$ cat src/rtl/rxh_pkg.sv
package rxh_pkg;

    typedef enum logic [2:0] {
        ST_OK      = 3'd0,
        ST_HDR_CRC = 3'd1,
        ST_VERSION = 3'd2,
        ST_ADDR    = 3'd3,
        ST_FCS     = 3'd4
    } rx_status_e;

    typedef enum logic [1:0] {
        KIND_MGMT = 2'd0,
        KIND_CTRL = 2'd1,
        KIND_DATA = 2'd2,
        KIND_RSVD = 2'd3
    } frame_kind_e;

    typedef enum logic {
        SEQ_IDLE = 1'b0,
        SEQ_RUN  = 1'b1
    } seq_state_e;

    typedef struct packed {
        logic       vld;
        logic       sof;
        logic       eof;
        logic [7:0] data;
    } rx_beat_t;

    typedef struct packed {
        logic       post;
        rx_status_e code;
    } verdict_t;

    localparam logic [15:0] HCRC_POLY    = 16'h1021;
    localparam logic [15:0] HCRC_PRESET  = 16'hFFFF;
    localparam logic [15:0] HCRC_GOOD    = 16'h0000;
    localparam logic [31:0] FCS_POLY     = 32'h04C11DB7;
    localparam logic [31:0] FCS_PRESET   = 32'hFFFFFFFF;
    localparam logic [31:0] FCS_RESIDUE  = 32'hC704DD7B;

endpackage

$ cat src/rtl/rxh_verdict.sv
module rxh_verdict
    import rxh_pkg::*;
(
    input  logic       clk,
    input  logic       rst,
    input  verdict_t   vd,
    input  logic       status_rd,
    output rx_status_e status,
    output logic       irq,
    output logic       accept,
    output logic       abort
);

    always_ff @(posedge clk) begin
        if (rst) begin
            status <= ST_OK;
            irq    <= 1'b0;
            accept <= 1'b0;
            abort  <= 1'b0;
        end else begin
            accept <= vd.post & (vd.code == ST_OK);
            abort  <= vd.post & (vd.code != ST_OK);
            if (vd.post) begin
                status <= vd.code;
                irq    <= 1'b1;
            end else if (status_rd) begin
                irq    <= 1'b0;
            end
        end
    end

    AST_IRQ_SET: assert property (@(posedge clk) disable iff (rst)
        vd.post |=> irq);
    AST_IRQ_HOLD: assert property (@(posedge clk) disable iff (rst)
        (irq && !status_rd) |=> irq);
    AST_IRQ_DROP: assert property (@(posedge clk) disable iff (rst)
        (status_rd && !vd.post) |=> !irq);
    AST_STATUS_KEEP: assert property (@(posedge clk) disable iff (rst)
        !vd.post |=> $stable(status));
    AST_ONE_VERDICT: assert property (@(posedge clk) disable iff (rst)
        !(accept && abort));
    AST_ABORT_CODE: assert property (@(posedge clk) disable iff (rst)
        abort |-> (status != ST_OK));

endmodule

$ cat config.mk
export PLATFORM = sky130hd
export DESIGN_NAME = rxh_verdict
export DESIGN_NICKNAME = d
export VERILOG_FILES = /design/src/rtl/rxh_pkg.sv /design/src/rtl/rxh_verdict.sv
export SDC_FILE = /design/constraint.sdc
export NUM_CORES = 1
export LEC_CHECK = 0
export BUFFER_PORTS_ARGS = -buffer_cell sky130_fd_sc_hd__buf_2
export CORE_AREA = 2 2 39 41
export DETAILED_ROUTE_END_ITERATION = 7
export DIE_AREA = 0 0 41 43
export HOLD_SLACK_MARGIN = 0.12
export PLACE_DENSITY = 0.45
export SLEW_MARGIN = 10
export SYNTH_ARGS = -nofsm -noshare
export SYNTH_HDL_FRONTEND = slang
export SYNTH_SLANG_ARGS = --single-unit
$ cat constraint.sdc
create_clock -name clk -period 1.1 [get_ports clk]
set_clock_uncertainty 0.2 [all_clocks]
set_input_delay 0.22 -clock clk [delete_from_list [all_inputs] [get_ports clk]]
set_output_delay 0.22 -clock clk [all_outputs]
set_load 0.03 [all_outputs]
==> Yosys cells after proc, flatten, opt, wreduce, memory -nomap -nowiden <==
Index checks and enable logic that the tools add are counted.
{ "totals": {"ff_bits": 6, "input_bits": 7, "out_inout_bits": 6, "wordCells": 11} }
{ "classes": {"n_mux": 2, "n_bitwise": 2, "n_reduce_logical": 3} }
{ "op_table": {"columns": ["cell", "count"], "rows": [
  ["3-bit logical NOT", 1],
  ["3-bit nonzero test", 1],
  ["1-bit bitwise AND", 2],
  ["1-bit 2-to-1 mux", 2],
  ["2-bit nonzero test", 1]
]} }

==> Depth between registers and ports, before layout <==
{ "depth": {"ltp_word": 2, "mapped_depth": 2, "mapped_depth_nobuf": 2} }

==> Worst setup path before layout <==
OpenSTA, ideal clock, no wires.
{ "synth_timing": {"path_type": "register to register", "startpoint": "reg irq (netlist name)", "endpoint": "reg irq", "setup_ns": 0.070, "arrival_time_ns": 0.686, "required_time_ns": 0.830, "setup_slack_ns": 0.144, "stages_incl_launch_ff": 3, "n_path_buf": 0, "synth_period_minus_slack_ns": 0.956, "path_cell_list": "dfxtp_1 nand2b_1 a21oi_1"} }
{ "synth_rtl": {"columns": ["element", "line", "rtl"], "rows": [
  ["end signal: assignment", "rxh_verdict.sv:17", "irq <= 1'b0;"],
  ["end signal: assignment", "rxh_verdict.sv:25", "irq <= 1'b1;"],
  ["end signal: assignment", "rxh_verdict.sv:27", "irq <= 1'b0;"],
  ["end: declaration", "rxh_verdict.sv:9", "output logic irq,"]
]} }

==> Final worst setup path <==
{ "layout_timing": {"startpoint": "reg status[2]", "endpoint": "out status[2]"} }
{ "layout_rtl": {"columns": ["element", "line", "rtl"], "rows": [
  ["start: declaration", "rxh_verdict.sv:8", "output rx_status_e status,"],
  ["start signal: assignment", "rxh_verdict.sv:24", "status <= vd.code;"]
]} }
No word-level cell between the ends.

==> run_results.csv <==
group,metric,value,unit
detailed_routing,route.detailed.vias_per_inst,3.706,
finish,nets,44,
worst_setup_path,worstPathArrival,0.71,ns
clock_tree,htreeDepth,1,
worst_hold_path,min_from,"vd[1]",
clock_tree,cts_root_buffer,"clkbuf_4",
worst_setup_path,worstPathCellList,"buf_6",
synth,synth-seq-cells,6,
global_routing,grt_pass1_wl,676,um
worst_setup_path,r2r_start,"status[0]",
sta,maxSlewViolCount,0,
finish,syn_to_final_growth,79.75,%
clock_tree,clkTransAtPathRegs,0.04,ns
placed_design,dp_hpwl,310.9,um
floorplanning,initial_core_util,0.1429,
sta,hold_viol_final,0,
synth,yosysTopAreaCell,"dfxtp_1",
status,outcome,"finished with violations",
synth,synth_area_leaders,"dfxtp_1 61%, mux2i_1 15%, nor2_1 7.6%",
worst_setup_path,start_kind,"register",
clock_tree,clk_path_buf_depth,2,
worst_setup_path,cpPeakStageDelay,0.33,ns
worst_setup_path,critical_path.startpoint,"status[2]",
floorplanning,io_pins,13,
clock_tree,cts_buffers,3,
synth,synth_cell_types,8,
sta,fmax,887.1,MHz
sta,rsz0062_at_grt,"true",
floorplanning,dieArea,0.001763,mm^2
synth,synth_top_cell_area_share,0.6076,
clock_tree,clock_sinks,6,
detailed_routing,routedWlPerCell,8.961,um
detailed_routing,vias,189,
finish,regArea,127.6,um^2
floorplanning,coreArea,0.001384,mm^2
global_routing,track_usage,0.06552,
worst_setup_path,path_delay_family,"flip-flops",
global_routing,first_global_vias,160,
worst_setup_path,worst-setup-path-type,"register to output port",
status,violations,"setup timing",
finish,drive_gt1_frac,0.6000,
synth,yosysSeqAreaShare,0.6076,
worst_setup_path,reg2reg_slack,0.30,ns
floorplanning,die_w,41,um
detailed_routing,wl,457,um
placed_design,gp_routability_congestion,0.6907,
worst_hold_path,min_path_type,"input port to register",
placed_design,numPortBuffers,12,
synth,syn_avg_cell_area,10.40,um^2
worst_setup_path,worstPathRequired,0.68,ns
power_and_ir_drop,p_per_area,1481,mW/mm^2
clock_tree,postCtsSetupRepairBufs,0,
finish,multi_input_area,73.82,um^2
detailed_routing,ant_nets,0,
synth,netlist_area,197.7,um^2
run,cap_violations,0,
detailed_routing,drt-pass1-iter-count,3,
sta,fin_crit_sh,1.025,
finish,n_antenna_cell,0,
synth,synthCells,19,
worst_setup_path,critPathSlowestCell,"dfxtp_2",
clock_tree,cts_tree,"built",
global_routing,antenna_found_initial,0,
detailed_routing,drtIter0Drc,1,
detailed_routing,drc_errors,0,
sta,setup_ws,-0.02722,ns
finish,fin_cells,51,
global_routing,grt_max_degree,6,
finish,mostFrequentLayoutCells,"6 x dfxtp_2, 6 x buf_2, 6 x buf_6",
clock_tree,clk_latency,0.24,ns
synth,synthesis.nets,26,
sta,post-route-min-period,1.127,ns
floorplanning,rows,14,
floorplanning,die_h,43,um
power_and_ir_drop,p_leak,0.1685,nW
worst_setup_path,critPathBufInv,1,
worst_setup_path,path_max_fanout,2,
global_routing,overflow,0,
synth,synth_warnings,0,
power_and_ir_drop,total_power,0.5263,mW
worst_setup_path,crit_path_end_kind,"output port",
placed_design,dp_slack,0.1201,ns
sta,setup_viol,4,
finish,fill_cells,153,
sta,tightest_slew,0.2196,ns
sta,slew_headroom,0.8525,
power_and_ir_drop,ir_drop,490.8,uV
placed_design,dp_cells,47,
-- final cells by class --
type	instances	area share
flip-flops and latches	6	0.3592
multi-input cells	12	0.2077
well taps	16	0.05634
repair buffers	13	0.3028
inverters	1	0.01056
clock buffers	3	0.06338
-- metal layers --
layer  wire length [um]  vias up  part of all wire  GRT usage
li1                   -       93                 -          -
met1                192       76              0.42    0.06515
met2                149       16              0.33    0.06563
met3                 93        4              0.20    0.07853
met4                 21        0             0.046    0.06000
met5                  0        -                 0          0
-- kinds of logic (layout without fill, tap and decap cells) --
kind of cell | after synthesis | after routing | share of synthesized area
and+or+nand+nor | 8 | 8 | 0.1962
AOI/OAI and AO/OA | 1 | 1 | 0.02529
muxes | 3 | 3 | 0.1519
DFF | 6 | 6 | 0.6076
buffers and inverters | 1 | 17 | 0.01897
-- synthesized netlist by cell type --
library cell / instances
nand2b_1: 2
mux2i_1: 3
dfxtp_1: 6
nor2_1: 4
a21oi_1: 1
nor3_1: 1
inv_1: 1
nor2b_1: 1
-- per-stage QoR --
stage	TNS, ns	instance area (um^2)	utilization	hold slack, ns
final	-0.08061	355.3	0.2568	0.02087
after global placement	0	277.8	0.2007	0.2490
after detailed placement	0	277.8	0.2007	0.2543
after CTS	-0.1200	345.3	0.2495	-0.01312
after floorplan	0	197.7	-	0.08907
after global routing	-0.2959	355.3	0.2568	0.04618
-- repair_timing --
action,CTS,global route
resized for setup,18,0
setup endpoints to repair,6,6
hold endpoints to repair,6,6
-- sequential cells by signal, indices dropped and copies added (netlist names) --
name and cells:
abort 1, accept 1, irq 1, status 3
-- where the power goes --
part | internal, mW | switching [mW]
logic | 0.0413 | 0.0434
registers | 0.232 | 0.00721
clock network | 0.123 | 0.0787
total | 0.397 | 0.129
-- worst paths after layout --
check / endpoint / depth (start not counted)
worst max-delay path: status[2] / 1
worst min register to register: irq / 2
worst max register to register: status[0] / 2
worst min-delay path: abort / 3
No activity file was read; power rests on OpenSTA's default activity.
